## config.mk

```make
export PLATFORM = sky130hd
export DESIGN_NAME = irq_mailbox_ctrl
export DESIGN_NICKNAME = d
export VERILOG_FILES = /design/src/rtl/mbx_pkg.sv /design/src/rtl/mbx_wr_decode.sv /design/src/rtl/mbx_pend_bit.sv /design/src/rtl/mbx_host_line.sv /design/src/rtl/irq_mailbox_ctrl.sv
export SDC_FILE = /design/constraint.sdc
export NUM_CORES = 1
export LEC_CHECK = 0
export ABC_AREA = 1
export BUFFER_PORTS_ARGS = -buffer_cell sky130_fd_sc_hd__buf_2
export CAP_MARGIN = 20
export CORE_MARGIN = 1.5
export CORE_UTILIZATION = 41
export DETAILED_ROUTE_END_ITERATION = 10
export PLACE_DENSITY = 0.69
export SLEW_MARGIN = 25
export SYNTH_ARGS = -nofsm -noshare
export SYNTH_HDL_FRONTEND = slang
export SYNTH_SLANG_ARGS = --single-unit
export TNS_END_PERCENT = 5
```

## constraint.sdc

```tcl
create_clock -name clk -period 0.9 [get_ports clk]
set_input_delay 0.18 -clock clk [delete_from_list [all_inputs] [get_ports clk]]
set_output_delay 0.18 -clock clk [all_outputs]
set_load 0.02 [all_outputs]
```

## src/rtl/mbx_pkg.sv

```systemverilog
package mbx_pkg;
   // write register offsets
   localparam int unsigned OFS_COP_CTL  = 0;
   localparam int unsigned OFS_HOST_EN  = 1;
   localparam int unsigned OFS_HOST_CLR = 2;
   localparam int unsigned OFS_HOST_CTL = 3;
   localparam int unsigned OFS_COP_EN   = 4;
   localparam int unsigned OFS_COP_CLR  = 5;
   localparam int unsigned NUM_WREG     = 6;
   // read register offsets
   localparam int unsigned OFS_RD_HOST  = 0;
   localparam int unsigned OFS_RD_COP   = 1;
   // coprocessor source index; its register bit is 7 - index
   localparam int unsigned CS_IRQ = 0;
   localparam int unsigned CS_TMR = 1;
   localparam int unsigned CS_DMA = 2;
   localparam int unsigned CS_NMI = 3;
   localparam int unsigned NUM_CS = 4;
   // host source index
   localparam int unsigned HS_CPU  = 0;
   localparam int unsigned HS_CDMA = 1;
   localparam int unsigned NUM_HS  = 2;
   // shared bit positions
   localparam int unsigned B_REQ  = 7;
   localparam int unsigned B_VEC6 = 6;
   localparam int unsigned B_AUX  = 5;
   localparam int unsigned B_NMI4 = 4;
   localparam int unsigned MSG_W  = 4;
endpackage

```

## src/rtl/mbx_wr_decode.sv

```systemverilog
module mbx_wr_decode #(
   parameter int unsigned ADDR_W = 3,
   parameter int unsigned NUM    = 6
) (
   input  logic              wr_en,
   input  logic [ADDR_W-1:0] wr_addr,
   output logic [NUM-1:0]    strobe_o
);
   if ((1 << ADDR_W) < NUM) begin : g_bad_addr_w
      $error("mbx_wr_decode: ADDR_W too small for NUM registers");
   end

   for (genvar g = 0; g < NUM; g++) begin : g_stb
      assign strobe_o[g] = wr_en && (wr_addr == ADDR_W'(g));
   end
endmodule

```

## src/rtl/mbx_pend_bit.sv

```systemverilog
module mbx_pend_bit #(
   parameter bit SET_WINS = 1'b1
) (
   input  logic clk,
   input  logic rst_n,
   input  logic set_i,
   input  logic clr_i,
   output logic q_o,
   output logic d_o
);
   if (SET_WINS) begin : g_set_pri
      assign d_o = set_i | (q_o & ~clr_i);
   end else begin : g_clr_pri
      assign d_o = ~clr_i & (set_i | q_o);
   end

   always_ff @(posedge clk) begin
      if (!rst_n) q_o <= 1'b0;
      else        q_o <= d_o;
   end
endmodule

```

## src/rtl/mbx_host_line.sv

```systemverilog
module mbx_host_line #(
   parameter int unsigned NSRC = 2
) (
   input  logic            clk,
   input  logic            rst_n,
   input  logic [NSRC-1:0] set_i,
   input  logic [NSRC-1:0] en_q_i,
   input  logic            en_wr_i,
   input  logic [NSRC-1:0] en_new_i,
   input  logic            clr_wr_i,
   input  logic [NSRC-1:0] flag_q_i,
   input  logic [NSRC-1:0] flag_d_i,
   output logic            line_o
);
   if (NSRC < 1) begin : g_bad_nsrc
      $error("mbx_host_line: NSRC must be at least 1");
   end

   logic fire, drop;

   always_comb begin
      // a fresh enabled request, or an enable turning on over a pending flag
      fire = |(set_i & en_q_i) | (en_wr_i & |(en_new_i & ~en_q_i & flag_q_i));
      // released only by a clear write that leaves nothing pending
      drop = clr_wr_i & ~|flag_d_i;
   end

   always_ff @(posedge clk) begin
      if (!rst_n)    line_o <= 1'b0;
      else if (fire) line_o <= 1'b1;
      else if (drop) line_o <= 1'b0;
   end
endmodule

```

## src/rtl/irq_mailbox_ctrl.sv

```systemverilog
module irq_mailbox_ctrl
   import mbx_pkg::*;
#(
   parameter int unsigned ADDR_W   = 3,
   parameter int unsigned DATA_W   = 8,
   parameter bit          SET_WINS = 1'b1
) (
   input  logic              clk,
   input  logic              rst_n,
   input  logic              wr_en,
   input  logic [ADDR_W-1:0] wr_addr,
   input  logic [DATA_W-1:0] wr_data,
   input  logic [ADDR_W-1:0] rd_addr,
   output logic [DATA_W-1:0] rd_data,
   input  logic              tmr_evt,
   input  logic              dma_evt,
   input  logic              cdma_evt,
   output logic              host_irq_o,
   output logic              cop_irq_o,
   output logic              cop_nmi_o
);
   if (DATA_W < 8) begin : g_bad_data_w
      $error("irq_mailbox_ctrl: DATA_W must be at least 8");
   end

   localparam int unsigned NREQ = NUM_CS - 1;  // sources feeding cop_irq_o

   logic [NUM_WREG-1:0] wstb;
   logic [7:0]          wd;
   assign wd = wr_data[7:0];

   mbx_wr_decode #(.ADDR_W(ADDR_W), .NUM(NUM_WREG)) u_dec (
      .wr_en    (wr_en),
      .wr_addr  (wr_addr),
      .strobe_o (wstb)
   );

   // ---------------- coprocessor side ----------------
   logic [NUM_CS-1:0] cop_set, cop_clr, cop_flag_q, cop_nxt_unused, cop_en_q;
   logic [MSG_W-1:0]  cop_msg_q;

   always_comb begin
      cop_set         = '0;
      cop_set[CS_IRQ] = wstb[OFS_COP_CTL] & wd[B_REQ];
      cop_set[CS_TMR] = tmr_evt;
      cop_set[CS_DMA] = dma_evt;
      cop_set[CS_NMI] = wstb[OFS_COP_CTL] & wd[B_NMI4];
   end

   for (genvar i = 0; i < NUM_CS; i++) begin : g_cop
      assign cop_clr[i] = wstb[OFS_COP_CLR] & wd[B_REQ-i];
      mbx_pend_bit #(.SET_WINS(SET_WINS)) u_flag (
         .clk   (clk),
         .rst_n (rst_n),
         .set_i (cop_set[i]),
         .clr_i (cop_clr[i]),
         .q_o   (cop_flag_q[i]),
         .d_o   (cop_nxt_unused[i])
      );
   end

   always_ff @(posedge clk) begin
      if (!rst_n) begin
         cop_en_q  <= '0;
         cop_msg_q <= '0;
      end else begin
         if (wstb[OFS_COP_EN])  cop_en_q  <= {wd[B_NMI4], wd[B_AUX], wd[B_VEC6], wd[B_REQ]};
         if (wstb[OFS_COP_CTL]) cop_msg_q <= wd[MSG_W-1:0];
      end
   end

   assign cop_irq_o = |(cop_flag_q[NREQ-1:0] & cop_en_q[NREQ-1:0]);
   assign cop_nmi_o = cop_flag_q[CS_NMI] & cop_en_q[CS_NMI];

   // ---------------- main CPU side ----------------
   logic [NUM_HS-1:0] host_set, host_clr, host_flag_q, host_flag_d, host_en_q, host_en_new;
   logic [1:0]        host_vec_q;  // [1] from bit 6, [0] from bit 4
   logic [MSG_W-1:0]  host_msg_q;

   always_comb begin
      host_set           = '0;
      host_set[HS_CPU]   = wstb[OFS_HOST_CTL] & wd[B_REQ];
      host_set[HS_CDMA]  = cdma_evt;
      host_clr           = '0;
      host_clr[HS_CPU]   = wstb[OFS_HOST_CLR] & wd[B_REQ];
      host_clr[HS_CDMA]  = wstb[OFS_HOST_CLR] & wd[B_AUX];
      host_en_new          = '0;
      host_en_new[HS_CPU]  = wd[B_REQ];
      host_en_new[HS_CDMA] = wd[B_AUX];
   end

   for (genvar h = 0; h < NUM_HS; h++) begin : g_host
      mbx_pend_bit #(.SET_WINS(SET_WINS)) u_flag (
         .clk   (clk),
         .rst_n (rst_n),
         .set_i (host_set[h]),
         .clr_i (host_clr[h]),
         .q_o   (host_flag_q[h]),
         .d_o   (host_flag_d[h])
      );
   end

   always_ff @(posedge clk) begin
      if (!rst_n) begin
         host_en_q  <= '0;
         host_vec_q <= '0;
         host_msg_q <= '0;
      end else begin
         if (wstb[OFS_HOST_EN]) host_en_q <= host_en_new;
         if (wstb[OFS_HOST_CTL]) begin
            host_vec_q <= {wd[B_VEC6], wd[B_NMI4]};
            host_msg_q <= wd[MSG_W-1:0];
         end
      end
   end

   mbx_host_line #(.NSRC(NUM_HS)) u_line (
      .clk      (clk),
      .rst_n    (rst_n),
      .set_i    (host_set),
      .en_q_i   (host_en_q),
      .en_wr_i  (wstb[OFS_HOST_EN]),
      .en_new_i (host_en_new),
      .clr_wr_i (wstb[OFS_HOST_CLR]),
      .flag_q_i (host_flag_q),
      .flag_d_i (host_flag_d),
      .line_o   (host_irq_o)
   );

   // ---------------- read path ----------------
   always_comb begin
      rd_data = '0;
      if (rd_addr == ADDR_W'(OFS_RD_HOST)) begin
         rd_data[7:0] = {host_flag_q[HS_CPU], host_vec_q[1], host_flag_q[HS_CDMA],
                         host_vec_q[0], host_msg_q};
      end else if (rd_addr == ADDR_W'(OFS_RD_COP)) begin
         rd_data[7:0] = {cop_flag_q[CS_IRQ], cop_flag_q[CS_TMR], cop_flag_q[CS_DMA],
                         cop_flag_q[CS_NMI], cop_msg_q};
      end
   end
endmodule

```

==> metrics, run 1 <==
Fin Clk Skew=0.000945 ns; VDD IR max=951 uV; Worst Hold End=g_cop[2].u_flag.q_o$_SDFF_PN0_; critical path type=reg -> out; M1 GR Usage=26.8%; number of DRC markers in iteration 0=20; Worst Min Path Start=dma_evt; DRC errors left=0; clk slew on worst S/H paths=0.12 ns; total grt overflow=0; Hold Path Stages=3; #FFs+latches synth=23; pins over their slew limit=0; commonest non-fill, non-tap cells in the layout=nor2_1, dfxtp_2, buf_2; hold_buf cts=0; Rows=18; flop-to-flop setup slack=-0.11 ns; CTS tree=done; top cell type's share of synthesized area=42.5%; pin count of the biggest net entering global routing=18; die height=54.4 microns; endpoint class of the critical path=output pin; GPL Wtd Cong=0.771; WL/cell=12.9 microns; vias in the first global route=1111; RSZ-0062 raised after global routing=true; status=complete, but fails checks; final hold vios=0; DP Area=1370 sq um; GRT Util Overall=22.6%; reg-to-reg endpoint=u_line.line_o$_SDFFE_PN0P_; Die Width=54.4 microns; I/O Pins=31; H-tree depth=1; setup TNS=-2.24 ns; worst-margin pin slew=0.380 ns; Tmin final=1.13 ns; die area=2960 sq um; Synth Cell Area=1080 sq um; Leakage=0.730 nW; core area=2480 sq um; power per cell area=1180 nW/um^2; Final period util=126%; Port Buffers=30; CTS Buf Count=3; max-capacitance violation count=0; synthesized net count=177; Worst Hold Class=in -> reg; Unique masters post-synth=21; worst setup path start=host_msg_q[3]$_SDFFE_PN0N_; M2 GR Usage=40.4%; area grow syn2layout=47.4%; number of diodes=0; GR met3 Demand/Resource=3.28%; DR vias/cell=5.21; GRT busiest layer=met2; remaining antenna violation count=0; Final nets=220; Starting Density=43.7%; Syn Area/Cell=6.89 sq um; initial antenna violation count=0; maximum clock path buffer count=2; Seq/Total Area, Yosys=42.5%; cells on worst reg2reg path=7; via count=1192; fin area=1600 sq um; later-pin clock latency in the skew report=0.30 ns; Setup-failing EPs final=12; Num Clock Sinks=23; critical path startpoint category=flop; Area contributors post-synth=dfxtp_1, nand3_1, o21ai_0; failing checks=setup timing; Fin Hold WS=0.0894 ns; relative slew slack=74.6%; Synth area leader=dfxtp_1; Max Fanout on Critical Path=2; Critical Path RT=0.72 ns; Root Driver=clkbuf_4; synth warn=0; Max Freq=881 MHz; share of cells above drive strength 1=53.8%; number of fill cells=227; first-pass GRT wire length=4740 microns; Mapped Cells=157; Routed WL=2960 microns; Crit Reg-Reg Startpoint=g_host[1].u_flag.q_o$_SDFF_PN0_; worst path arrival time=0.95 ns; DP Wirelength=2130 microns; drt pass-1 iters=4; final worst slack=-0.235 ns
## cell families (layout without fill, tap and decap cells)
logic type | after synthesis | after routing | share of synthesized area, %
AND/OR/NAND/NOR | 71 | 71 | 30.4
buffers and inverters | 25 | 67 | 8.79
flip-flops | 23 | 23 | 42.5
AO/OA/AOI/OAI | 38 | 38 | 18.3
## per-layer routing
metal  vias to the layer above  share of wire, %
met4                         0               1.4
met3                         6               4.9
met5                         -                 0
met1                       549                44
li1                        602                 -
met2                        35                49
## state kept, by name (all words and copies together) (netlist names)
register           count
u_line.line_o          1
host_msg_q             4
host_vec_q             2
g_host.u_flag.q_o      2
cop_msg_q              4
g_cop.u_flag.q_o       4
cop_en_q               4
host_en_q              2
## critical path: stages, from the launching register on
cell     delay, ns
dfxtp_2       0.37
nand3_2       0.08
nand2_2       0.09
buf_6         0.11
## worst max-delay path by stage
stage	endpoint	slack [ns]
6_report	rd_data[3]	-0.23
4_1_cts	rd_data[7]	-0.22
3_3_place_gp	host_en_q[0]$_SDFFE_PN0P_	-0.17
2_1_floorplan	rd_data[5]	0.008
5_1_grt	rd_data[3]	-0.29
3_5_place_dp	u_line.line_o$_SDFFE_PN0P_	-0.22
## report_power, final
part           leakage (nW)  total [W]  switching (W)  internal [W]
Combinational         0.519   0.000315       0.000187      0.000128
Clock                0.0150   0.000474       0.000301      0.000173
Sequential            0.196    0.00109      0.0000292       0.00106
## final cells by class
cell class / count / area, sq um / area share [%]
tap: 30 / 37.5 / 2.35
clock buffer: 4 / 26.3 / 1.65
inverter: 22 / 83.8 / 5.25
sequential: 23 / 485 / 30.4
timing repair buffer: 41 / 314 / 19.7
multi-input combinational: 109 / 648 / 40.6
## timing repair
action / CTS / global route
hold endpoints to repair: 0 / 0
buffers inserted: 2 / 0
gates cloned: 0 / 0
resized for setup: 57 / 8
setup endpoints to repair: 12 / 13
pin swaps: 23 / 5
## Yosys cell counts, drive strengths merged
| cell | count |
|---|---|
| nor2 | 24 |
| dfxtp | 23 |
| nand2 | 23 |
| inv | 21 |
| nand3 | 21 |
| o21ai | 21 |
| a21oi | 15 |
| clkbuf | 2 |
| nor3 | 2 |
| buf | 1 |
| clkinv | 1 |
| nand4 | 1 |
| o211ai | 1 |
| o22ai | 1 |
## stage by stage
| stage | std cells | worst slack [ns] | power [W] | util, % |
|---|---|---|---|---|
| final | 229 | -0.235 | 0.00188 | 64.4 |
| after global routing | 229 | -0.292 | 0.00198 | 64.4 |
| after CTS | 229 | -0.222 | 0.00189 | 63.6 |
| after detailed placement | 223 | -0.223 | 0.00137 | 55.1 |
| after global placement | 223 | -0.166 | 0.00137 | 55.1 |
| after floorplan | 157 | 0.00772 | 0.00124 | - |
(Power assumes the default switching activity.)
==> run 2, diff against run 1 <==
--- a/constraint.sdc
+++ b/constraint.sdc
@@ -3,2 +3,2 @@
 set_output_delay 0.18 -clock clk [all_outputs]
-set_load 0.02 [all_outputs]
+set_load 0.01 [all_outputs]
==> metrics, run 2 (same netlist as run 1, synthesis figures left out) <==
H-tree depth=1 (unchanged); Die Width=54.4 microns (unchanged); RSZ-0062 raised after global routing=true (unchanged); via count=1195 (was 1192); Routed WL=2810 microns (was 2960 microns); pin count of the biggest net entering global routing=17 (was 18); CTS Buf Count=3 (unchanged); area grow syn2layout=39.8% (was 47.4%); Worst Hold Class=in -> reg (unchanged); I/O Pins=31 (unchanged); first-pass GRT wire length=4530 microns (was 4740 microns); number of DRC markers in iteration 0=40 (was 20); Final period util=125% (was 126%); initial antenna violation count=0 (unchanged); die height=54.4 microns (unchanged); later-pin clock latency in the skew report=0.32 ns (was 0.30 ns); clk slew on worst S/H paths=0.13 ns (was 0.12 ns); GRT Util Overall=21.5% (was 22.6%); drt pass-1 iters=4 (unchanged); DRC errors left=0 (unchanged); relative slew slack=74.2% (was 74.6%); worst path arrival time=0.94 ns (was 0.95 ns); CP peak stage delay=0.36 ns (was 0.37 ns); maximum clock path buffer count=2 (unchanged); status=complete, but fails checks (unchanged); Rows=18 (unchanged); vias in the first global route=1099 (was 1111); max-capacitance violation count=0 (unchanged); Slowest-stage cell, CP=dfxtp_2 (unchanged); final worst slack=-0.224 ns (was -0.235 ns); core area=2480 sq um (unchanged); critical path type=reg -> out (unchanged); worst-margin pin slew=0.386 ns (was 0.380 ns); Critical Path RT=0.72 ns (about the same); DR vias/cell=5.22 (was 5.21); pins over their slew limit=0 (unchanged); hold_buf cts=0 (unchanged); VDD IR max=941 uV (was 951 uV); Tmin final=1.12 ns (was 1.13 ns); CTS tree=done (unchanged); number of diodes=0 (unchanged); commonest non-fill, non-tap cells in the layout=buf_2, nor2_1, dfxtp_2 (was nor2_1, dfxtp_2, buf_2); Starting Density=43.7% (unchanged); DP Wirelength=2030 microns (was 2130 microns); fin area=1510 sq um (was 1600 sq um); Num Clock Sinks=23 (unchanged); endpoint class of the critical path=output pin (unchanged); final hold vios=0 (unchanged); Port Buffers=30 (unchanged); Final nets=220 (unchanged); die area=2960 sq um (unchanged); critical path startpoint category=flop (unchanged); critical path buffer and inverter count=1 (unchanged); WL/cell=12.3 microns (was 12.9 microns); Fin Clk Skew=0.000673 ns (was 0.000945 ns); failing checks=setup timing (unchanged); Core Util, Final=61.1% (was 64.4%); CP Cell Sequence=nand3_2 -> nand2_2 -> buf_6 (unchanged); Root Driver=clkbuf_4 (unchanged); Crit path max-delay family=flip-flops (unchanged); Max Fanout on Critical Path=2 (unchanged); power per cell area=1240 nW/um^2 (was 1180 nW/um^2); share of cells above drive strength 1=46.2% (was 53.8%); most common cell after layout, fill and taps aside=buf_2; Place WS=-0.252 ns (was -0.223 ns); DP Area=1350 sq um (was 1370 sq um); total grt overflow=0 (unchanged); Max Freq=890 MHz (was 881 MHz); remaining antenna violation count=0 (unchanged); Setup-failing EPs final=12 (unchanged); GPL Wtd Cong=0.864 (was 0.771); Leakage=0.727 nW (was 0.730 nW)
==> run 2: cell types whose count changed in the layout (fill, tap and decap cells not counted) <==
cell      before  now
inv_4          0    1
buf_2         19   27
nand3_1        6   12
inv_2          6    5
buf_12         1    2
dfxtp_2       20   19
dfxtp_1        3    4
buf_6         11    4
buf_4         10    8
clkbuf_1       1    0
inv_1         15   16
nand3_2       15    9
nand2_2       13    5
nand2_1       10   18
==> run 2: final timing paths <==
path | to | cells after the start | from | slack (ns)
max | rd_data[7] | 3 | g_host[0].u_flag.q_o$_SDFF_PN0_ | -0.22
min | g_cop[1].u_flag.q_o$_SDFF_PN0_ | 3 | tmr_evt | 0.07
max reg2reg | u_line.line_o$_SDFFE_PN0P_ | 8 | g_host[1].u_flag.q_o$_SDFF_PN0_ | -0.20
min reg2reg | g_cop[1].u_flag.q_o$_SDFF_PN0_ | 2 | g_cop[1].u_flag.q_o$_SDFF_PN0_ | 0.50
==> run 2: power breakdown <==
part / internal (W) / switching, W
sequential: 0.00106 / 0.0000227
clock: 0.000167 / 0.000320
combinational: 0.000127 / 0.000178
==> run 2: layout make-up <==
class,count,area [sq um]
Multi-Input combinational cell,109,598
Inverter,22,85.1
Clock buffer,3,22.5
Sequential cell,23,484
Clock inverter,1,5.00
Fill cell,229,965
Timing Repair Buffer,41,280
Tap cell,30,37.5
==> run 2: per-layer routing <==
| layer | up-vias | wire length [microns] | global-route usage (%) |
|---|---|---|---|
| met3 | 5 | 151 | 2.73 |
| met4 | 0 | 48 | 10.8 |
| met2 | 42 | 1460 | 37.6 |
| li1 | 598 | - | - |
| met5 | - | 0 | 0 |
| met1 | 550 | 1150 | 25.8 |
==> run 2: timing repair <==
action | 4_1_cts | 5_1_grt
gates resized for setup | 22 | 19
pin swaps | 13 | 14
buffers inserted | 2 | 1
endpoints found under the setup margin | 12 | 13
==> run 2: per-stage QoR <==
step / power (W) / std cells / TNS [ns] / hold slack (ns)
final: 0.00188 / 229 / -2.25 / 0.0681
after global placement: 0.00136 / 222 / -3.73 / 0.422
after global routing: 0.00197 / 229 / -2.90 / 0.0894
after detailed placement: 0.00137 / 222 / -4.57 / 0.429
after CTS: 0.00186 / 228 / -2.23 / 0.0649
after floorplan: 0.00123 / 157 / 0 / 0.314
==> run 2: worst register-to-register path, delay by kind of cell, from the launching register on <==
family	cells	cell delay (ns)
buffers and inverters	3	0.28
AND/OR/NAND/NOR	4	0.31
AO/OA/AOI/OAI	1	0.05
flip-flops	1	0.35
